[src/rtl/fmux_pkg.sv]
package fmux_pkg;
  localparam int MODE_W    = 3;
  localparam int NUM_MODES = 6;

  typedef enum logic [MODE_W-1:0] {
    FM_NONE   = 3'b000,
    FM_HI     = 3'b001,
    FM_LO     = 3'b010,
    FM_WRONG  = 3'b011,
    FM_EXTAND = 3'b100,
    FM_EXTOR  = 3'b101,
    FM_RSV6   = 3'b110,
    FM_RSV7   = 3'b111
  } fmode_e;
endpackage

[src/rtl/fmux_select.sv]
module fmux_select #(
  parameter int N_IN  = 4,
  parameter int W     = 1,
  parameter int SEL_W = 2
) (
  input  logic [N_IN*W-1:0] data_i,
  input  logic [SEL_W-1:0]  sel_i,
  output logic [W-1:0]      y_o
);
  logic [N_IN-1:0][W-1:0] term;

  // one-hot AND-OR tree; unmatched codes give zero
  for (genvar g = 0; g < N_IN; g++) begin : g_term
    assign term[g] = (sel_i == SEL_W'(g)) ? data_i[g*W +: W] : '0;
  end

  always_comb begin
    y_o = '0;
    for (int k = 0; k < N_IN; k++) y_o = y_o | term[k];
  end
endmodule

[src/rtl/fmux_fault.sv]
module fmux_fault
  import fmux_pkg::*;
#(
  parameter int N_IN  = 4,
  parameter int W     = 1,
  parameter int SEL_W = 2
) (
  input  logic [N_IN*W-1:0] data_i,
  input  logic [SEL_W-1:0]  sel_i,
  input  logic [SEL_W-1:0]  alt_sel_i,
  input  logic              fault_en_i,
  input  logic [MODE_W-1:0] mode_i,
  output logic [W-1:0]      y_o
);
  logic [W-1:0] prim, sec;

  fmux_select #(.N_IN(N_IN), .W(W), .SEL_W(SEL_W)) i_prim (
    .data_i(data_i), .sel_i(sel_i), .y_o(prim)
  );
  fmux_select #(.N_IN(N_IN), .W(W), .SEL_W(SEL_W)) i_sec (
    .data_i(data_i), .sel_i(alt_sel_i), .y_o(sec)
  );

  always_comb begin
    y_o = prim;
    if (fault_en_i) begin
      unique case (fmode_e'(mode_i))
        FM_HI:     y_o = '1;
        FM_LO:     y_o = '0;
        FM_WRONG:  y_o = sec;
        FM_EXTAND: y_o = prim & sec;
        FM_EXTOR:  y_o = prim | sec;
        default:   y_o = prim;
      endcase
    end
  end
endmodule

[src/rtl/fmux_sweep.sv]
module fmux_sweep
  import fmux_pkg::*;
#(
  parameter int N_IN  = 4,
  parameter int W     = 1,
  parameter int SEL_W = 2
) (
  input  logic                 clk_i,
  input  logic                 rst_ni,
  input  logic                 start_i,
  input  logic [SEL_W-1:0]     alt_sel_i,
  output logic                 busy_o,
  output logic                 done_o,
  output logic [NUM_MODES-1:0] hit_o
);
  localparam int DATA_W = N_IN * W;
  localparam int VEC_W  = DATA_W + SEL_W;

  logic [VEC_W-1:0]     vec_q;
  logic [MODE_W-1:0]    mode_q;
  logic                 busy_q, done_q;
  logic [NUM_MODES-1:0] hit_q, hit_d;
  logic [W-1:0]         gold_y, bad_y;
  logic                 miss, last_vec, last_mode;

  wire [SEL_W-1:0]  stim_sel  = vec_q[SEL_W-1:0];
  wire [DATA_W-1:0] stim_data = vec_q[VEC_W-1:SEL_W];

  fmux_fault #(.N_IN(N_IN), .W(W), .SEL_W(SEL_W)) i_gold (
    .data_i(stim_data), .sel_i(stim_sel), .alt_sel_i(alt_sel_i),
    .fault_en_i(1'b0), .mode_i(mode_q), .y_o(gold_y)
  );
  fmux_fault #(.N_IN(N_IN), .W(W), .SEL_W(SEL_W)) i_bad (
    .data_i(stim_data), .sel_i(stim_sel), .alt_sel_i(alt_sel_i),
    .fault_en_i(1'b1), .mode_i(mode_q), .y_o(bad_y)
  );

  assign miss      = busy_q && (gold_y != bad_y);
  assign last_vec  = (vec_q == '1);
  assign last_mode = (mode_q == MODE_W'(NUM_MODES - 1));

  for (genvar m = 0; m < NUM_MODES; m++) begin : g_hit
    assign hit_d[m] = hit_q[m] | (miss && (mode_q == MODE_W'(m)));
  end

  always_ff @(posedge clk_i or negedge rst_ni) begin
    if (!rst_ni) begin
      vec_q  <= '0;
      mode_q <= '0;
      busy_q <= 1'b0;
      done_q <= 1'b0;
      hit_q  <= '0;
    end else if (!busy_q) begin
      if (start_i) begin
        vec_q  <= '0;
        mode_q <= '0;
        busy_q <= 1'b1;
        done_q <= 1'b0;
        hit_q  <= '0;
      end
    end else begin
      hit_q <= hit_d;
      vec_q <= vec_q + 1'b1;
      if (last_vec) begin
        if (last_mode) begin
          busy_q <= 1'b0;
          done_q <= 1'b1;
        end else begin
          mode_q <= mode_q + 1'b1;
        end
      end
    end
  end

  assign busy_o = busy_q;
  assign done_o = done_q;
  assign hit_o  = hit_q;
endmodule

[src/rtl/fmux_top.sv]
module fmux_top
  import fmux_pkg::*;
#(
  parameter int N_IN  = 4,
  parameter int W     = 1,
  parameter int SEL_W = (N_IN > 1) ? $clog2(N_IN) : 1
) (
  input  logic                 clk_i,
  input  logic                 rst_ni,
  input  logic [N_IN*W-1:0]    data_i,
  input  logic [SEL_W-1:0]     sel_i,
  input  logic                 fault_en_i,
  input  logic [2:0]           mode_i,
  input  logic [SEL_W-1:0]     alt_sel_i,
  output logic [W-1:0]         y_o,
  input  logic                 sweep_start_i,
  output logic                 sweep_busy_o,
  output logic                 sweep_done_o,
  output logic [5:0]           sweep_hit_o
);
  fmux_fault #(.N_IN(N_IN), .W(W), .SEL_W(SEL_W)) i_path (
    .data_i(data_i), .sel_i(sel_i), .alt_sel_i(alt_sel_i),
    .fault_en_i(fault_en_i), .mode_i(mode_i), .y_o(y_o)
  );

  fmux_sweep #(.N_IN(N_IN), .W(W), .SEL_W(SEL_W)) i_sweep (
    .clk_i(clk_i), .rst_ni(rst_ni), .start_i(sweep_start_i),
    .alt_sel_i(alt_sel_i), .busy_o(sweep_busy_o),
    .done_o(sweep_done_o), .hit_o(sweep_hit_o)
  );
endmodule

[config.mk]
export PLATFORM = sky130hd
export DESIGN_NAME = fmux_top
export DESIGN_NICKNAME = d
export VERILOG_FILES = /design/src/rtl/fmux_pkg.sv /design/src/rtl/fmux_select.sv /design/src/rtl/fmux_fault.sv /design/src/rtl/fmux_sweep.sv /design/src/rtl/fmux_top.sv
export SDC_FILE = /design/constraint.sdc
export NUM_CORES = 1
export LEC_CHECK = 0
export BUFFER_PORTS_ARGS = -buffer_cell sky130_fd_sc_hd__buf_2
export CAP_MARGIN = 40
export CORE_MARGIN = 1.5
export CORE_UTILIZATION = 51
export CTS_CLUSTER_SIZE = 14
export DETAILED_ROUTE_END_ITERATION = 16
export PLACE_DENSITY_LB_ADDON = 0.08
export SYNTH_ARGS = -nofsm -noshare
export SYNTH_HDL_FRONTEND = slang
export SYNTH_HIERARCHICAL = 1
export SYNTH_SLANG_ARGS = --single-unit
[constraint.sdc]
create_clock -name clk_i -period 5.1 [get_ports clk_i]
set_input_delay 0.51 -clock clk_i [delete_from_list [all_inputs] [get_ports clk_i]]
set_output_delay 0.51 -clock clk_i [all_outputs]
set_load 0.05 [all_outputs]
==> qor.csv, run 1 <==
metric;value;unit
outcome;complete, no violations;
switching_share;25.7;%
postRouteAntennaNets;0;
cp_max_fo;3;
final_nets;164;
max_cap_violations;0;
drtIter0Drc;17;
grt_pass1_wl;4470;um
cts_sinks;17;
groute.usage.overall;23.4;%
period_minus_slack;2420;ps
dieHeight;50.4;um
cts_resized;0;
antenna_found_initial;0;
final_cell_mix;buf_2, dfrtp_1, a21oi_1;
cp-end-kind;output pin;
p_switching;61.3;uW
tightest_slew;517;ps
combinationalPowerShare;11.7;%
cts.path.max_buffers;2;
ys_seq_elements;17;
rsz0062_at_grt;no;
grt-ovfl-total;0;
p_int;177;uW
drt_wl_total;2510;um
postCtsHoldBufs;0;
vias_per_cell;5.91;
relSlewSlack;65.5;%
clock_skew;3.74;ps
power_frac_seq;56.4;%
antenna_cells;0;
pin_count;24;
areaGrowthSynthToFinish;16.3;%
synth-compound-area-share;21.5;%
avgRoutedWirePerCell;14.9;um
ys_types;33;
total_leakage_power;0.618;nW
die_width;50.4;um
tritoncts;done;
path_class;in -> out;
power.density;179;nW/um2
syn_avg_cell_area;10.2;um2
seq_area_frac_synth;37.2;%
ys_warn_count;6;
crit_required;4590;ps
grt_pass1_vias;972;
period_share;47.4;%
place_ws;2610;ps
clk_pin_slew;110;ps
fp-row-count;16;
muxShareOfSynthArea;15.4;%
worstPathArrival;1910;ps
port_buffers;23;
r2r_slack;2770;ps
drtPass1Iterations;4;
multi_input_area;708;um2
layout_commonest_cell;buf_2;
peakVddDrop;142;uV
grt_start_max_net_pins;18;
root_buffer;clkbuf_4;
p_total;239;uW
drc;0;
start_util;56.1;%
crit_path_start_kind;input port;
cts-htree-levels;1;
final-seq-area;425;um2
netlist_area;1140;um2
synth_fa_ha_area_share;6.56;%
layout_setup_ws;2680;ps
hold_path_class;in -> async;
finalSetupViolCount;0;
fillers;184;
synth_top_family_by_area;compound AO/OA/AOI/OAI gates;
fin_setup_tns;0;ps
core;2040;um2
gp_congestion;0.760;
numCtsBuffers;3;
synth-xor-area-share;1.53;%
slew_violations;0;
die_area;2540;um2
clkPwrFrac;31.9;%
post_cts_buffers;0;
hold_viol_final;0;
vias;999;
hpwlAfterDp;1890;um
clk_latency;290;ps
yosys.area_share.simple;14.9;%
drive_gt1_share;26.8;%
fmaxAchievable;0.414;GHz
syn_inst;112;
power by group through the flow:
stage,clock network (mW),logic (mW),registers (mW)
detailed placement,0,0.0281,0.137
CTS,0.0780,0.0281,0.135
global placement,0,0.0268,0.137
global route,0.0870,0.0306,0.135
finish,0.0760,0.0279,0.135
floorplan,0,0.0155,0.137
state kept, by name, summed over array words and instances, names as in the netlist:
signal and cells:
i_sweep/hit_o 6, i_sweep/busy_o 1, i_sweep/done_o 1, i_sweep/mode_q 3, i_sweep/vec_q 6
synth_stat cells:
| cell | number | area share [%] |
|---|---|---|
| a211oi_1 | 3 | 2.0 |
| a21bo_2 | 3 | 2.6 |
| a21o_1 | 2 | 1.3 |
| a21oi_1 | 10 | 4.4 |
| a31oi_1 | 8 | 4.4 |
| a32oi_1 | 2 | 1.5 |
| and2_1 | 1 | 0.55 |
| and3_1 | 1 | 0.55 |
| and4_1 | 1 | 0.77 |
| buf_4 | 1 | 0.66 |
| conb_1 | 2 | 0.66 |
| dfrtp_1 | 17 | 37 |
| ha_1 | 6 | 6.6 |
| inv_1 | 4 | 1.3 |
| inv_2 | 1 | 0.33 |
| mux2_2 | 1 | 0.98 |
| mux2i_1 | 3 | 2.6 |
| mux4_2 | 6 | 12 |
| nand2_1 | 8 | 2.6 |
| nand2b_1 | 6 | 3.3 |
| nand3_1 | 3 | 1.3 |
| nand4_1 | 2 | 1.1 |
| nor2_1 | 6 | 2.0 |
| nor3_1 | 1 | 0.44 |
| nor4b_1 | 3 | 2.3 |
| o211ai_1 | 1 | 0.66 |
| o21a_1 | 1 | 0.66 |
| o21ai_0 | 3 | 1.3 |
| o22ai_1 | 1 | 0.55 |
| o311ai_1 | 1 | 0.77 |
| o31ai_1 | 1 | 0.66 |
| o41ai_1 | 1 | 0.77 |
| xor2_1 | 2 | 1.5 |
per-stage QoR:
stage / hold WS, ps / instances / cell area [um2] / util [%]
finish: 110 / 169 / 1330 / 65.2
CTS: 124 / 169 / 1330 / 65.2
global placement: 441 / 165 / 1300 / 63.7
global route: 120 / 169 / 1330 / 65.2
detailed placement: 453 / 165 / 1300 / 63.7
floorplan: 214 / 116 / 1160 / -
worst max-delay path: stages:
cell	delay (ps)
buf_2	130
mux4_2	520
nand2b_1	180
nor4b_1	280
a211oi_1	70
buf_2	220
logic make-up after synthesis:
group	after synthesis
muxes	10
DFF	17
adders and majority gates	6
xor gates and xnor gates	2
other	2
buffers and inverters	6
and+or+nand+nor	32
AOI/OAI and AO/OA	37
path summary, 6_finish.rpt:
kind / startpoint / end / cells after the start
setup / recovery: alt_sel_i[1] / y_o / 6
min in group clk_i: sweep_start_i / i_sweep/vec_q[4] / 2
max in group asynchronous: rst_ni / i_sweep/vec_q[5] / 1
hold / removal: rst_ni / i_sweep/done_o / 1
hold reg to reg: i_sweep/done_o / i_sweep/done_o / 1
setup reg to reg: i_sweep/vec_q[2] / i_sweep/hit_o[0] / 7
layout make-up:
type                       instances  share of cell area, %
multi-input combinational         93                   53.2
sequential                        17                   32.0
timing repair buffer              23                   8.65
tap                               27                   2.54
clock buffer                       3                   1.69
inverter                           5                   1.41
clock inverter                     1                  0.564
routing by layer:
| layer | track usage (%) | vias up | part of all wire [%] |
|---|---|---|---|
| met5 | 0 | - | 0 |
| met4 | 6.76 | 0 | 0.76 |
| met3 | 4.76 | 2 | 3.2 |
| met2 | 37.7 | 15 | 50 |
| met1 | 32.3 | 495 | 46 |
| li1 | - | 487 | - |
(Power assumes the default switching activity.)
==> inputs of run 2 (changes only) <==
Clock period 5.1 ns to 2.4 ns, I/O delays scaled along.
==> qor.csv, run 2 (synthesis results as in run 1) <==
metric;value;unit;change
drtIter0Drc;38;;+21
cp_max_fo;8;;+5
areaGrowthSynthToFinish;19.6;%;
fp-row-count;16;;unchanged
cts_resized;0;;unchanged
fin_setup_tns;0;ps;unchanged
peakVddDrop;253;uV;+78%
pin_count;24;;unchanged
crit_path_start_kind;flip-flop;;
relSlewSlack;63.1;%;-2.4 points
final_cell_mix;buf_2, dfrtp_1, a21oi_1;;
cts.path.max_buffers;2;;unchanged
crit_required;2590;ps;-2000 ps
outcome;complete, no violations;;
core;2040;um2;unchanged
hpwlAfterDp;1860;um;-1.9%
cts_sinks;17;;unchanged
die_width;50.4;um;unchanged
grt_pass1_wl;3940;um;-12%
grt_start_max_net_pins;18;;unchanged
tightest_slew;553;ps;+35.4 ps
start_util;56.1;%;unchanged
place_ws;178;ps;-2440 ps
max_cap_violations;0;;unchanged
final-seq-area;425;um2;unchanged
multi_input_area;708;um2;unchanged
fillers;174;;-5.4%
power.density;364;nW/um2;+100%
instances_no_fill;174;;+3.0%
period_share;91.4;%;
gp_congestion;0.781;;+2.8%
final_nets;169;;+3.0%
postRouteAntennaNets;0;;unchanged
hold_ws;209;ps;+98.6 ps
period_minus_slack;2190;ps;
dieHeight;50.4;um;unchanged
avgRoutedWirePerCell;14.0;um;-5.8%
total_leakage_power;0.646;nW;+4.6%
drt_wl_total;2430;um;-3.0%
drive_gt1_share;28.6;%;+1.8 points
path_class;reg -> reg;;
vias_per_cell;5.79;;-2.0%
die_area;2540;um2;unchanged
p_total;498;uW;+110%
cts-htree-levels;1;;unchanged
antenna_found_initial;0;;unchanged
groute.usage.overall;20.2;%;-3.2 points
grt_pass1_vias;869;;-11%
slew_violations;0;;unchanged
root_buffer;clkbuf_4;;
drtPass1Iterations;4;;unchanged
clk_latency;290;ps;about the same
cp-end-kind;flip-flop;;
layout_commonest_cell;buf_2;;
fmaxAchievable;0.456;GHz;
clock_skew;3.22;ps;-0.524 ps
post-place-cells;168;;+1.8%
rsz0062_at_grt;no;;
hold_viol_final;0;;unchanged
worstPathArrival;2380;ps;+470 ps
grt-ovfl-total;0;;unchanged
antenna_cells;0;;unchanged
finalSetupViolCount;0;;unchanged
numCtsBuffers;3;;unchanged
tritoncts;done;;
port_buffers;23;;unchanged
hold_path_class;in -> reg;;
drc;0;;unchanged
vias;1008;;+0.90%
layout_setup_ws;206;ps;-2480 ps
clk_pin_slew;100;ps;about the same
run 2: cell types whose count changed in the layout (fill, tap and decap cells not counted):
cell	before	now
clkinvlp_4	1	0
buf_4	0	4
clkinv_2	0	1
dlygate4sd3_1	0	1
run 2: area by class of cell:
type	instances	share of cell area (%)
sequential	17	31.1
clock inverter	1	0.366
inverter	5	1.37
multi-input combinational	93	51.7
clock buffer	3	1.65
tap	27	2.47
timing repair buffer	28	11.3
run 2: repair_timing:
action / 4_1_cts / 5_1_grt
hold buffers: 1 / 0
buffers inserted: 0 / 1
endpoints found under the hold margin: 17 / 0
endpoints found under the setup margin: 0 / 4
run 2: layer usage:
metal / vias to the layer above / GRT usage, % / wire (um)
met1: 471 / 29.6 / 1070
met3: 4 / 3.57 / 170
li1: 496 / - / -
met2: 37 / 32.7 / 1180
met4: 0 / 2.25 / 11
met5: - / 0 / 0
run 2: report_power, final:
| part | total [mW] | switching (mW) | internal, mW | leakage (nW) |
|---|---|---|---|---|
| Combinational | 0.0598 | 0.0316 | 0.0283 | 0.406 |
| Clock | 0.152 | 0.0902 | 0.0620 | 0.0177 |
| Sequential | 0.286 | 0 | 0.286 | 0.223 |
run 2: worst paths after layout:
path,start,end,slack (ps),cells after the start
worst max-delay path,i_sweep/vec_q[5],i_sweep/hit_o[4],210,8
worst min-delay path,sweep_start_i,i_sweep/vec_q[4],210,2
worst max register to register,i_sweep/vec_q[5],i_sweep/hit_o[4],210,8
worst min register to register,i_sweep/done_o,i_sweep/done_o,520,1
max in group asynchronous,rst_ni,i_sweep/vec_q[4],1750,2
min in group asynchronous,rst_ni,i_sweep/hit_o[1],380,2
run 2: stage by stage:
stage / instance area [um2] / util (%)
final: 1370 / 67.0
after global routing: 1370 / 67.0
after CTS: 1360 / 66.7
after detailed placement: 1320 / 64.8
after global placement: 1320 / 64.8
after floorplan: 1160 / -
run 2: worst max-delay path: stages, from the launching register on:
cell and delay (ps):
dfrtp_1 460, mux4_2 500, nand2b_1 180, nor4b_1 300
a211oi_1 90, xor2_1 180, buf_4 170, a31oi_1 170
nor2_1 60
